==> src/rtl/dmac_pkg.sv <==
// Shared definitions for the linked-descriptor DMA channel.
// Assumes a 3-bit register word index on the register port.
package dmac_pkg;
    typedef enum logic [2:0] {
        ST_IDLE,
        ST_FETCH,
        ST_CHECK,
        ST_READ,
        ST_WRITE,
        ST_SEGEND
    } seq_state_t;

    localparam logic [2:0] RI_CTRL = 3'd0;
    localparam logic [2:0] RI_STAT = 3'd1;
    localparam logic [2:0] RI_CUR  = 3'd2;
    localparam logic [2:0] RI_SRC  = 3'd3;
    localparam logic [2:0] RI_DST  = 3'd4;
    localparam logic [2:0] RI_CNT  = 3'd5;
    localparam logic [2:0] RI_NXT  = 3'd6;
endpackage

==> src/rtl/dmac_seq.sv <==
// Transfer sequencer: walks descriptor fetches and word copies, issues the
// memory request and reports events as one-cycle strobes to the register file.
// Assumes mem_ack/mem_err are one-cycle responses to a held request.
module dmac_seq
    import dmac_pkg::*;
#(
    parameter int unsigned DESC_WORDS = 4
) (
    input  logic       clk,
    input  logic       rst_n,
    input  logic       start,
    input  logic       halt,
    input  logic       chain,
    input  logic       cnt_zero,
    input  logic       last_seg,
    input  logic       mem_ack,
    input  logic       mem_err,
    output seq_state_t st,
    output logic [$clog2(DESC_WORDS)-1:0] widx,
    output logic       busy,
    output logic       mem_req,
    output logic       mem_we,
    output logic       ev_fetch,
    output logic       ev_rd,
    output logic       ev_step,
    output logic       ev_segend,
    output logic       ev_advance,
    output logic       ev_finish,
    output logic       ev_err_rd,
    output logic       ev_err_wr
);
    localparam int unsigned IDX_W = $clog2(DESC_WORDS);
    localparam logic [IDX_W-1:0] LAST_IDX = IDX_W'(DESC_WORDS - 1);

    logic acc;

    // Request and strobe decode from the current state
    always_comb begin
        busy       = (st != ST_IDLE);
        mem_req    = (st == ST_FETCH) || (st == ST_READ) || (st == ST_WRITE);
        mem_we     = (st == ST_WRITE);
        acc        = mem_req && mem_ack && !halt;
        ev_fetch   = (st == ST_FETCH) && acc && !mem_err;
        ev_rd      = (st == ST_READ)  && acc && !mem_err;
        ev_step    = (st == ST_WRITE) && acc && !mem_err;
        ev_err_rd  = acc && mem_err && !mem_we;
        ev_err_wr  = acc && mem_err && mem_we;
        ev_segend  = (st == ST_SEGEND) && !halt;
        ev_advance = ev_segend && chain && !last_seg;
        ev_finish  = ev_segend && !(chain && !last_seg);
    end

    // State register and descriptor word counter
    always_ff @(posedge clk) begin
        if (!rst_n) begin
            st   <= ST_IDLE;
            widx <= '0;
        end else if (halt) begin
            st <= ST_IDLE;
        end else begin
            unique case (st)
                ST_IDLE: if (start) begin
                    st   <= chain ? ST_FETCH : ST_CHECK;
                    widx <= '0;
                end
                ST_FETCH: if (mem_ack) begin
                    if (mem_err)               st <= ST_IDLE;
                    else if (widx == LAST_IDX) st <= ST_CHECK;
                    else                       widx <= widx + 1'b1;
                end
                ST_CHECK: st <= cnt_zero ? ST_SEGEND : ST_READ;
                ST_READ:  if (mem_ack) st <= mem_err ? ST_IDLE : ST_WRITE;
                ST_WRITE: if (mem_ack) st <= mem_err ? ST_IDLE : ST_CHECK;
                ST_SEGEND: begin
                    st   <= (chain && !last_seg) ? ST_FETCH : ST_IDLE;
                    widx <= '0;
                end
                default: st <= ST_IDLE;
            endcase
        end
    end

    p_err_stop_r11: assert property (@(posedge clk) disable iff (!rst_n)
        (ev_err_rd || ev_err_wr) |=> !busy);
    p_we_needs_req_r13: assert property (@(posedge clk) disable iff (!rst_n)
        mem_we |-> mem_req);
    p_halt_stops_r4: assert property (@(posedge clk) disable iff (!rst_n)
        halt |=> !busy);
endmodule

==> src/rtl/dmac_status.sv <==
// Status register: sticky event bits with write-one-to-clear, busy flag
// read-back and interrupt combine. Assumes the set strobes are single cycle.
module dmac_status (
    input  logic        clk,
    input  logic        rst_n,
    input  logic        busy,
    input  logic        w1c,
    input  logic [31:0] wdata,
    input  logic        set_done,
    input  logic        set_seg,
    input  logic        set_wfault,
    input  logic        set_rfault,
    input  logic        done_ie,
    input  logic        err_ie,
    output logic [31:0] status,
    output logic        irq
);
    logic done_f, seg_f, wfault_f, rfault_f;

    // Sticky event bits; a hardware set wins over a clear in the same cycle
    always_ff @(posedge clk) begin
        if (!rst_n) begin
            done_f   <= 1'b0;
            seg_f    <= 1'b0;
            wfault_f <= 1'b0;
            rfault_f <= 1'b0;
        end else begin
            done_f   <= set_done   | (done_f   & ~(w1c & wdata[0]));
            seg_f    <= set_seg    | (seg_f    & ~(w1c & wdata[1]));
            wfault_f <= set_wfault | (wfault_f & ~(w1c & wdata[4]));
            rfault_f <= set_rfault | (rfault_f & ~(w1c & wdata[7]));
        end
    end

    // Read-back word and interrupt combine
    always_comb begin
        status = {24'd0, rfault_f, 2'b00, wfault_f, 1'b0, busy, seg_f, done_f};
        irq    = (done_f & done_ie) | ((wfault_f | rfault_f) & err_ie) | seg_f;
    end

    p_irq_cause_r12: assert property (@(posedge clk) disable iff (!rst_n)
        irq |-> (done_f | seg_f | wfault_f | rfault_f));
    p_w1c_done_r10: assert property (@(posedge clk) disable iff (!rst_n)
        (w1c && wdata[0] && !set_done) |=> !done_f);
endmodule

==> src/rtl/dma_chain_ctrl.sv <==
// Single DMA channel with direct and linked-descriptor modes. Holds the
// control and address registers, multiplexes the memory address and the
// register read-back, and instantiates the sequencer and status logic.
// Assumes 32-bit words, byte counts in multiples of 4 and 32-byte aligned
// descriptors of four words (source, destination, next pointer, count).
module dma_chain_ctrl #(
    parameter int unsigned CNT_W = 26
) (
    input  logic        clk,
    input  logic        rst_n,
    input  logic        reg_we,
    input  logic [2:0]  reg_addr,
    input  logic [31:0] reg_wdata,
    output logic [31:0] reg_rdata,
    output logic        mem_req,
    output logic        mem_we,
    output logic [31:0] mem_addr,
    output logic [31:0] mem_wdata,
    input  logic        mem_ack,
    input  logic [31:0] mem_rdata,
    input  logic        mem_err,
    output logic        irq
);
    import dmac_pkg::*;

    localparam int unsigned DESC_WORDS = 4;
    localparam int unsigned ALIGN_LSB  = 5;
    localparam int unsigned IDX_W      = $clog2(DESC_WORDS);
    localparam logic [CNT_W-1:0] BEAT  = CNT_W'(4);

    logic run, resume, direct, done_ie, err_ie, armed;
    logic [31:0] cur_ptr, nxt_ptr, src, dst, dbuf, status;
    logic [CNT_W-1:0] cnt;
    logic wr_ctrl, wr_stat, wr_cur, wr_src, wr_dst, wr_cnt;
    logic busy, halt, start;
    seq_state_t st;
    logic [IDX_W-1:0] widx;
    logic ev_fetch, ev_rd, ev_step, ev_segend, ev_advance, ev_finish, ev_err_rd, ev_err_wr;

    // Register write decode and channel control terms
    always_comb begin
        wr_ctrl = reg_we && (reg_addr == RI_CTRL);
        wr_stat = reg_we && (reg_addr == RI_STAT);
        wr_cur  = reg_we && (reg_addr == RI_CUR) && !busy;
        wr_src  = reg_we && (reg_addr == RI_SRC) && !busy;
        wr_dst  = reg_we && (reg_addr == RI_DST) && !busy;
        wr_cnt  = reg_we && (reg_addr == RI_CNT) && !busy;
        halt    = busy && !run;
        start   = !busy && run && (armed || resume);
    end

    // Control register; RESUME and the start arm are consumed by a start
    always_ff @(posedge clk) begin
        if (!rst_n) begin
            {run, resume, direct, done_ie, err_ie, armed} <= '0;
        end else if (wr_ctrl) begin
            run     <= reg_wdata[0];
            resume  <= reg_wdata[1];
            direct  <= reg_wdata[2];
            done_ie <= reg_wdata[6];
            err_ie  <= reg_wdata[7];
            armed   <= reg_wdata[0] & ~run;
        end else if (start) begin
            resume <= 1'b0;
            armed  <= 1'b0;
        end
    end

    // Source, destination and count: descriptor load, per-word step, software
    always_ff @(posedge clk) begin
        if (!rst_n) begin
            src <= '0;
            dst <= '0;
            cnt <= '0;
        end else if (ev_fetch) begin
            if (widx == IDX_W'(0)) src <= mem_rdata;
            if (widx == IDX_W'(1)) dst <= mem_rdata;
            if (widx == IDX_W'(3)) cnt <= mem_rdata[CNT_W-1:0];
        end else if (ev_step) begin
            src <= src + 32'd4;
            dst <= dst + 32'd4;
            cnt <= cnt - BEAT;
        end else begin
            if (wr_src) src <= reg_wdata;
            if (wr_dst) dst <= reg_wdata;
            if (wr_cnt) cnt <= reg_wdata[CNT_W-1:0];
        end
    end

    // Descriptor pointers: next from the fetch, current on advance or software
    always_ff @(posedge clk) begin
        if (!rst_n) begin
            cur_ptr <= '0;
            nxt_ptr <= '0;
        end else begin
            if (ev_fetch && widx == IDX_W'(2)) nxt_ptr <= mem_rdata;
            if (ev_advance)  cur_ptr <= nxt_ptr;
            else if (wr_cur) cur_ptr <= reg_wdata;
        end
    end

    // Data word held between the read and the write of one copy
    always_ff @(posedge clk) begin
        if (!rst_n)     dbuf <= '0;
        else if (ev_rd) dbuf <= mem_rdata;
    end

    // Memory address selection by sequencer phase
    always_comb begin
        mem_wdata = dbuf;
        unique case (st)
            ST_FETCH: mem_addr = {cur_ptr[31:ALIGN_LSB], {(ALIGN_LSB-IDX_W-2){1'b0}}, widx, 2'b00};
            ST_READ:  mem_addr = src;
            ST_WRITE: mem_addr = dst;
            default:  mem_addr = '0;
        endcase
    end

    // Register read-back
    always_comb begin
        unique case (reg_addr)
            RI_CTRL: reg_rdata = {24'd0, err_ie, done_ie, 3'b000, direct, resume, run};
            RI_STAT: reg_rdata = status;
            RI_CUR:  reg_rdata = cur_ptr;
            RI_SRC:  reg_rdata = src;
            RI_DST:  reg_rdata = dst;
            RI_CNT:  reg_rdata = {{(32-CNT_W){1'b0}}, cnt};
            RI_NXT:  reg_rdata = nxt_ptr;
            default: reg_rdata = '0;
        endcase
    end

    dmac_seq #(.DESC_WORDS(DESC_WORDS)) seq_i (
        .clk(clk), .rst_n(rst_n), .start(start), .halt(halt), .chain(!direct),
        .cnt_zero(cnt == '0), .last_seg(nxt_ptr[0]), .mem_ack(mem_ack), .mem_err(mem_err),
        .st(st), .widx(widx), .busy(busy), .mem_req(mem_req), .mem_we(mem_we),
        .ev_fetch(ev_fetch), .ev_rd(ev_rd), .ev_step(ev_step), .ev_segend(ev_segend),
        .ev_advance(ev_advance), .ev_finish(ev_finish), .ev_err_rd(ev_err_rd), .ev_err_wr(ev_err_wr)
    );

    dmac_status status_i (
        .clk(clk), .rst_n(rst_n), .busy(busy), .w1c(wr_stat), .wdata(reg_wdata),
        .set_done(ev_finish), .set_seg(ev_segend && !direct && nxt_ptr[1]),
        .set_wfault(ev_err_wr), .set_rfault(ev_err_rd),
        .done_ie(done_ie), .err_ie(err_ie), .status(status), .irq(irq)
    );

    p_run_sw_only_r3: assert property (@(posedge clk) disable iff (!rst_n)
        !wr_ctrl |=> $stable(run));
    p_resume_clear_r3: assert property (@(posedge clk) disable iff (!rst_n)
        (start && !wr_ctrl) |=> !resume);
    p_busy_src_lock_r9: assert property (@(posedge clk) disable iff (!rst_n)
        (busy && reg_we && reg_addr == RI_SRC && !ev_step && !ev_fetch) |=> $stable(src));
    p_req_hold_r13: assert property (@(posedge clk) disable iff (!rst_n)
        (mem_req && !mem_ack && !halt) |=> (mem_req && $stable(mem_addr) && $stable(mem_we) && $stable(mem_wdata)));
endmodule

==> config.mk <==
export PLATFORM = sky130hd
export DESIGN_NAME = dma_chain_ctrl
export DESIGN_NICKNAME = d
export VERILOG_FILES = /design/src/rtl/dmac_pkg.sv /design/src/rtl/dmac_seq.sv /design/src/rtl/dmac_status.sv /design/src/rtl/dma_chain_ctrl.sv
export SDC_FILE = /design/constraint.sdc
export NUM_CORES = 1
export LEC_CHECK = 0
export ABC_AREA = 1
export CAP_MARGIN = 15
export CORE_ASPECT_RATIO = 1.5
export CORE_MARGIN = 1.5
export CORE_UTILIZATION = 35
export CTS_CLUSTER_DIAMETER = 200
export CTS_CLUSTER_SIZE = 25
export DETAILED_ROUTE_END_ITERATION = 6
export DONT_BUFFER_PORTS = 1
export HOLD_SLACK_MARGIN = 0.15
export SYNTH_ARGS = -nofsm -noshare
export SYNTH_HDL_FRONTEND = slang
export SYNTH_SLANG_ARGS = --single-unit
==> constraint.sdc <==
create_clock -name clk -period 1.7 [get_ports clk]
set_input_delay 0 -clock clk [delete_from_list [all_inputs] [get_ports clk]]
set_output_delay 0 -clock clk [all_outputs]
set_load 0.01 [all_outputs]
==> results of run 1 <==
==> placed cells by master, fill, tap and decap left out, types with 7 or more instances in the layout <==
master / n
xor2_1: 15
nor2_4: 26
a221oi_1: 10
nand2_2: 31
nand2_1: 573
nand3_1: 104
inv_1: 159
nor2_2: 29
nor3_4: 7
nor3_2: 11
a21oi_1: 144
dlygate4sd3_1: 83
o21ai_2: 94
a21oi_2: 48
o21ai_1: 34
o211ai_1: 8
o21ai_0: 52
o221ai_2: 14
buf_12: 40
inv_2: 15
ha_1: 8
a21oi_4: 7
nand2_4: 18
o22ai_1: 7
clkbuf_16: 24
buf_4: 242
o221ai_4: 8
buf_8: 8
o221ai_1: 14
nand3_2: 12
buf_16: 20
a211oi_2: 8
o2111ai_1: 13
nand4_1: 14
nor2_1: 241
nor3_1: 14
dfxtp_1: 193
buf_6: 45
==> routing by layer <==
metal / share of wire [%] / GRT usage [%] / vias to the layer above
met5: 0 / 0 / -
li1: - / - / 7656
met2: 46 / 62.25 / 1083
met4: 12 / 32.31 / 0
met3: 8.7 / 5.916 / 389
met1: 34 / 42.05 / 8023
==> stage by stage <==
step	instance area, um^2	setup WS [ns]
finish	19780	-0.3328
global route	19780	-0.3866
CTS	18680	-0.2932
detailed placement	15050	-0.2675
global placement	15050	-0.2677
floorplan	12660	0.01361
==> report_power, final <==
group          internal (mW)  switching (mW)  leakage [nW]
registers               4.81           0.131          1.63
clock network           1.42            1.85         0.173
logic                  0.948            1.39          6.06
==> worst reg2reg max path, cell delays in order, from the launching register on <==
cell	delay [ns]
dfxtp_2	0.38
buf_12	0.11
nand2_2	0.08
nor2_4	0.18
nand4_4	0.13
buf_6	0.17
buf_8	0.13
nor2_4	0.23
buf_12	0.16
clkbuf_16	0.14
nor2_1	0.04
a211oi_1	0.19
==> final timing paths <==
path	from	endpoint	cells after the start	slack, ns
worst min-delay path	rst_n	src[17]$_SDFFE_PN0P_	2	-0.41
worst min register to register	cur_ptr[3]$_SDFFE_PN0P_	cur_ptr[3]$_SDFFE_PN0P_	2	0.48
worst max register to register	seq_i.st[0]$_SDFFE_PP0P_	nxt_ptr[31]$_SDFFE_PN0P_	11	-0.30
worst max-delay path	seq_i.st[1]$_SDFFE_PP0P_	mem_addr[18]	8	-0.33
==> what timing repair did <==
action | 4_1_cts | 5_1_grt
hold buffers | 83 | 2
endpoints found under the setup margin | 213 | 249
cloned | 30 | 11
pin swaps | 67 | 64
setup buffers | 53 | 21
gates resized for setup | 396 | 231
endpoints found under the hold margin | 201 | 103
==> registers in the layout (all words and copies together), names as in the netlist, 2 cells and up <==
name        flops
mem_wdata      32
nxt_ptr        32
seq_i.widx      2
cnt            26
src            32
cur_ptr        32
dst            32
seq_i.st        3
==> area by class of cell <==
| class | instances | area, um^2 |
|---|---|---|
| clock buffers | 14 | 329.1 |
| repair buffers | 453 | 4991 |
| repair inverters | 1 | 11.26 |
| flip-flops and latches | 201 | 4041 |
| inverters | 187 | 767.0 |
| well taps | 478 | 598.1 |
| clock inverters | 1 | 30.03 |
| diodes | 2 | 5.005 |
| multi-input cells | 1601 | 9011 |
| fillers | 3410 | 15950 |
==> logic make-up after synthesis <==
group                      synth area share, %
AOI/OAI and AO/OA                        21.93
xor gates and xnor gates                 1.245
adders and majority gates               0.7905
buffers and inverters                    9.160
DFF                                      31.78
and+or+nand+nor                          35.10
==> impl_metrics.yaml, run 1 <==
outcome:
  status: "finished, violations left"
  violations: "hold timing, setup timing"
setup_path:
  endpoint_kind: "output port"
  worst-setup-path-type: "reg2out"
  crit_arrival_ns: 2.03
  cp-start-kind: "register"
  cp_top_family: "buffers and inverters"
  critPathSlowestCell: "dfxtp_1"
  cpPeakStageDelay_ns: 0.43
  crit_chain: "inv_2, buf_4, nor2_4, inv_6, buf_12, o221ai_2, buf_4, buf_6"
  cp_common_cell: "buf_4"
  cp_max_fo: 7
  cp.buffers_inverters: 6
  worst_ep_required_time_ns: 1.70
cts:
  htreeDepth: 1
  insertion_delay_ns: 0.50
  clk_path_buf_depth: 3
  path_clk_slew_ns: 0.12
  cts_root_buf: "clkbuf_16"
  clock_sinks: 201
  cts_buffers: 12
  tritoncts: "yes"
synth:
  yosys.cell_types.count: 41
  synthesis.area_um2: 12660
  async_flop_share_pct: 0
  yosys.area.top_type: "dfxtp_1"
  netlist_instances: 2093
  ys_seq_elements: 201
  ys_top_cells_by_area: "dfxtp_1, nand2_1, nor2_1, a21oi_1, o21ai_0"
  synth.most_common_cell: "nand2_1"
  synth_area_per_cell_um2: 6.050
  synth_top_area_share_pct: 31.78
  syn-num-nets: 2173
  ys_warn_count: 0
  yosysSeqAreaShare_pct: 31.78
  synth_ff_type: "dfxtp_1"
  synth_edf_count: 0
  ys_top_cells_by_count: "nand2_1, nor2_1, dfxtp_1"
drt:
  ant_nets: 0
  wl_per_cell_um: 25.48
  drtPass1Iterations: 6
  drc: 0
  routed_wl_mm: 74.87
  drtIter0Drc: 1666
  routed_via_density: 5.838
  num_vias: 17150
global_route:
  antenna_found_initial: 3
  grt_max_degree: 104
  grt_pass1_vias: 16290
  grt_pass1_wl_mm: 103.4
  overflow: 0
  grt_usage_pct: 37.85
timing:
  hold_slack_ns: -0.4122
  fin_ws_ns: -0.3328
  fmax_mhz: 491.9
  finalHoldViolCount: 101
  min_period_over_period_pct: 119.6
  tns_ns: -46.28
  fin_crit_ns: 2.033
  setup_viol: 242
  worst_slew_pin_slew_ns: 0.7489
  slew-limit-headroom_pct: 50.02
  fin_skew_ns: 0.03190
  slew_violations: 0
  rsz0062_at_grt: "yes"
place:
  place_inst: 2733
  portBuffers: 0
  hpwl_mm: 48.52
  gp_routability_congestion: 1.023
die:
  die_h_um: 236.0
  die_area_um2: 37350
  rows: 85
  die_x_um: 158.3
  ioPinCount: 171
  start_util_pct: 35.43
  core_um2: 35730
power:
  pwr_density_cell_nw_per_um2: 533.1
  peakVddDrop_v: 0.0008761
  power.total_mw: 10.55
  leakage_nw: 7.860
finish:
  fin_nets: 2537
  final_core_util_pct: 55.36
  drive_above_1_share_pct: 30.27
  syn_to_final_growth_pct: 56.25
  fin_cells: 2938
flow_run:
  maxCapViolCount: 0
min_path:
  worst_hold_path_type: "in2reg"
No activity file was read; power rests on OpenSTA's default activity.
==> inputs of run 2 (changes only) <==
--- a/config.mk
+++ b/config.mk
@@ -6,15 +6,15 @@
 export NUM_CORES = 1
 export LEC_CHECK = 0
 export ABC_AREA = 1
-export CAP_MARGIN = 15
 export CORE_ASPECT_RATIO = 1.5
 export CORE_MARGIN = 1.5
-export CORE_UTILIZATION = 35
+export CORE_UTILIZATION = 55
 export CTS_CLUSTER_DIAMETER = 200
 export CTS_CLUSTER_SIZE = 25
 export DETAILED_ROUTE_END_ITERATION = 6
 export DONT_BUFFER_PORTS = 1
 export HOLD_SLACK_MARGIN = 0.15
+export PLACE_DENSITY = 0.73
 export SYNTH_ARGS = -nofsm -noshare
 export SYNTH_HDL_FRONTEND = slang
 export SYNTH_SLANG_ARGS = --single-unit
==> run 2 against run 1 <==
Effect of this change: the flow now stops in 5_1_grt; area after synthesis did not move; synthesized cell count did not move.
==> impl_metrics.yaml, run 2 <==
place:
  hpwl_mm: 43.76
  gp_routability_congestion: 1.051
  portBuffers: 0
  place_area_um2: 14420
outcome:
  tool.error: "[ERROR GRT-0232] Routing congestion too high. Check the congestion heatmap in the GUI."
  status: "did not finish"
  failing_step: "5_1_grt"
timing:
  crit_endpoint: "mem_addr[4]"
  worstEndpointType: "primary output"
synth:
  async_flop_share_pct: 0
  syn-num-nets: 2173
  ys_top_cells_by_count: "nand2_1, nor2_1, dfxtp_1"
  netlist_instances: 2093
  synth_top_area_share_pct: 31.78
  yosys.cell_types.count: 41
  yosysSeqAreaShare_pct: 31.78
  synthesis.area_um2: 12660
  yosys.area.top_type: "dfxtp_1"
  ys_top_cells_by_area: "dfxtp_1, nand2_1, nor2_1, a21oi_1, o21ai_0"
  synth_ff_type: "dfxtp_1"
  ys_seq_elements: 201
  synth.most_common_cell: "nand2_1"
  synth_area_per_cell_um2: 6.050
  ys_warn_count: 0
  synth_edf_count: 0
cts:
  cts_root_buf: "clkbuf_16"
  clock_sinks: 201
  clk_path_buf_depth: 3
  htreeDepth: 1
  cts_buffers: 12
die:
  rows: 67
  start_util_pct: 56.36
  die_h_um: 188.8
  die_x_um: 126.9
  ioPinCount: 171
global_route:
  grt_max_degree: 104
  overflow: 89
  grt_usage_pct: 72.21
run 2: cell counts after synthesis:
Identical to the previous run, type by type.
run 2: logic make-up after synthesis:
family / Yosys count / share of synthesized area, %
fa+ha+maj: 8 / 0.7905
flops: 201 / 31.78
xor+xnor: 18 / 1.245
simple gates: 1088 / 35.10
compound gates: 487 / 21.93
buf+inv: 291 / 9.160
run 2: metal layers:
metal | GRT usage, % | overflow
met1 | 74.02 | 2
met2 | 93.02 | 49
met4 | 72.03 | 36
met5 | 10.71 | 0
met3 | 49.49 | 2
run 2: timing repair:
action / 4_1_cts
setup buffers: 48
gates resized for setup: 333
pin swaps: 52
gates cloned: 22
endpoints found under the setup margin: 235
hold endpoints to repair: 201
hold buffers: 79
run 2: through the flow:
stage / hold WS (ns) / setup WS [ns] / cells
4_1_cts: -0.3904 / -0.3252 / 2645
3_5_place_dp: 0.1457 / -0.3322 / 2482
2_1_floorplan: 0.1349 / 0.01361 / 2093
3_3_place_gp: 0.1369 / -0.2438 / 2482
==> inputs of run 3 (changes only) <==
--- a/config.mk
+++ b/config.mk
@@ -6,15 +6,11 @@
 export NUM_CORES = 1
 export LEC_CHECK = 0
 export ABC_AREA = 1
-export CORE_ASPECT_RATIO = 1.5
 export CORE_MARGIN = 1.5
-export CORE_UTILIZATION = 55
-export CTS_CLUSTER_DIAMETER = 200
-export CTS_CLUSTER_SIZE = 25
+export CORE_UTILIZATION = 40
 export DETAILED_ROUTE_END_ITERATION = 6
 export DONT_BUFFER_PORTS = 1
-export HOLD_SLACK_MARGIN = 0.15
-export PLACE_DENSITY = 0.73
+export PLACE_DENSITY_LB_ADDON = 0.15
 export SYNTH_ARGS = -nofsm -noshare
 export SYNTH_HDL_FRONTEND = slang
 export SYNTH_SLANG_ARGS = --single-unit
==> constraint.sdc (replaced) <==
create_clock -name clk -period 2.21 [get_ports clk]
set_input_delay 0 -clock clk [delete_from_list [all_inputs] [get_ports clk]]
set_output_delay 0 -clock clk [all_outputs]
set_load 0.01 [all_outputs]
==> run 3 against run 2 <==
Effect of this change: the flow now finishes without violations.
==> impl_metrics.yaml, run 3 (synthesis gave the netlist of run 1 again) <==
outcome:
  status: "finished clean"
setup_path:
  reg2regPathDepth: 8
  r2r_end: "dst[1]$_SDFFE_PN0P_"
  critPathLaunch: "seq_i.st[1]$_SDFFE_PP0P_"
  worst-path-stages: 7
  worst-setup-path-type: "reg2out"
  worstReg2RegStart: "seq_i.st[1]$_SDFFE_PP0P_"
  endpoint: "mem_addr[13]"
  worst_ep_required_time_ns: 2.21
  cpPeakStageDelay_ns: 0.40
  crit_chain: "inv_2, nand2_1, nor2_2, buf_4, nand2_1, o211ai_1, buf_4"
  crit_arrival_ns: 2.17
  cp-start-kind: "register"
  r2r_slack_ns: 0.12
  critPathSlowestCell: "buf_4"
  cp_top_family: "buffers and inverters"
  cp.buffers_inverters: 3
  cp_max_fo: 30
  endpoint_kind: "output port"
die:
  core_um2: 30910
  die_h_um: 180.9
  start_util_pct: 40.97
  die_area_um2: 32730
  rows: 64
  die_x_um: 180.9
  ioPinCount: 171
finish:
  final_area_um2: 15130
  fillers: 3268
  multi_input_area_um2: 7532
  final_cell_mix: "nand2_1, nor2_1, dfxtp_1"
  regArea_um2: 4026
  mostFrequentLayoutCell: "nand2_1"
  fin_nets: 2246
  syn_to_final_growth_pct: 19.46
  drive_above_1_share_pct: 7.513
  antennaDiodeCount: 0
timing:
  tns_ns: 0
  finalHoldViolCount: 0
  slew-limit-headroom_pct: 41.22
  min_period_over_period_pct: 98.41
  fmax_mhz: 459.8
  fin_ws_ns: 0.03512
  worst_slew_pin_slew_ns: 0.8725
  slew_violations: 0
  setup_viol: 0
  fin_crit_ns: 2.175
  rsz0062_at_grt: "yes"
  fin_skew_ns: 0.01982
global_route:
  grt_pass1_vias: 13850
  grt_max_degree: 104
  grt_usage_pct: 34.31
  grt_pass1_wl_mm: 86.02
  antenna_found_initial: 1
  overflow: 0
drt:
  drtPass1Iterations: 5
  drtIter0Drc: 1727
  wl_per_cell_um: 22.15
  routed_via_density: 5.846
  num_vias: 15080
  routed_wl_mm: 57.13
  drc: 0
  ant_nets: 0
cts:
  clk_path_buf_depth: 3
  postCtsSetupBuffers: 0
  insertion_delay_ns: 0.55
  htreeDepth: 1
  cts_root_buf: "clkbuf_16"
  path_clk_slew_ns: 0.07
  cts_buffers: 24
  clock_sinks: 201
  tritoncts: "yes"
place:
  portBuffers: 0
  hpwl_mm: 43.03
  gp_routability_congestion: 0.9910
  dp_slack_ns: 0.08213
  place_area_um2: 13360
flow_run:
  maxCapViolCount: 0
power:
  power.total_mw: 9.568
  pwr_density_cell_nw_per_um2: 632.5
  peakVddDrop_v: 0.0005223
  leakage_nw: 5.895
min_path:
  worst_hold_path_type: "in2reg"
==> run 3: layout make-up <==
cell class / count / area share [%]
Timing Repair Buffer: 151 / 9.670
Clock buffer: 30 / 4.392
Multi-Input combinational cell: 1601 / 49.80
Tap cell: 396 / 3.276
Sequential cell: 201 / 26.62
Inverter: 187 / 4.740
Clock inverter: 13 / 1.505
==> run 3: timing repair <==
item                                   CTS  global route
hold buffers                            78             0
setup endpoints to repair                8           110
gates resized for setup                  6            18
endpoints found under the hold margin  198             0
==> run 3: routing by layer <==
metal | part of all wire, % | up-vias | global-route usage (%)
li1 | - | 7075 | -
met1 | 44 | 7022 | 49.79
met2 | 40 | 881 | 48.91
met3 | 13 | 96 | 9.353
met4 | 3.2 | 2 | 10.25
met5 | 0.025 | - | 0
==> run 3: power breakdown <==
| part | switching [mW] | leakage (nW) | internal [mW] |
|---|---|---|---|
| logic | 0.794 | 3.84 | 0.384 |
| clock network | 1.75 | 0.431 | 2.83 |
| registers | 0.109 | 1.63 | 3.70 |
==> run 3: worst min-delay path, cell delays in order <==
cell     delay [ns]
nor3_1         0.03
buf_4          0.15
nand2_1        0.13
o21ai_0        0.09
a21oi_1        0.13
==> run 3: stage by stage <==
| step | utilization (%) | std cells | hold slack [ns] |
|---|---|---|---|
| after floorplan | - | 2093 | 0.1349 |
| after global placement | 43.22 | 2458 | 0.1519 |
| after detailed placement | 43.22 | 2458 | 0.1500 |
| after CTS | 48.78 | 2579 | 0.006450 |
| after global routing | 48.94 | 2579 | 0.07553 |
| final | 48.94 | 2579 | 0.04013 |
==> run 3: worst min-delay path by stage <==
stage | from | end | slack [ns] | cells after the start
floorplan | reg_wdata[6] | done_ie$_SDFFE_PN0P_ | 0.13 | 2
global placement | mem_rdata[12] | nxt_ptr[12]$_SDFFE_PN0P_ | 0.15 | 2
detailed placement | reg_wdata[6] | done_ie$_SDFFE_PN0P_ | 0.15 | 2
CTS | mem_rdata[3] | dst[3]$_SDFFE_PN0P_ | 0.006 | 4
global route | reg_addr[1] | status_i.rfault_f$_SDFF_PN0_ | 0.08 | 5
finish | reg_addr[1] | status_i.seg_f$_SDFF_PN0_ | 0.04 | 5
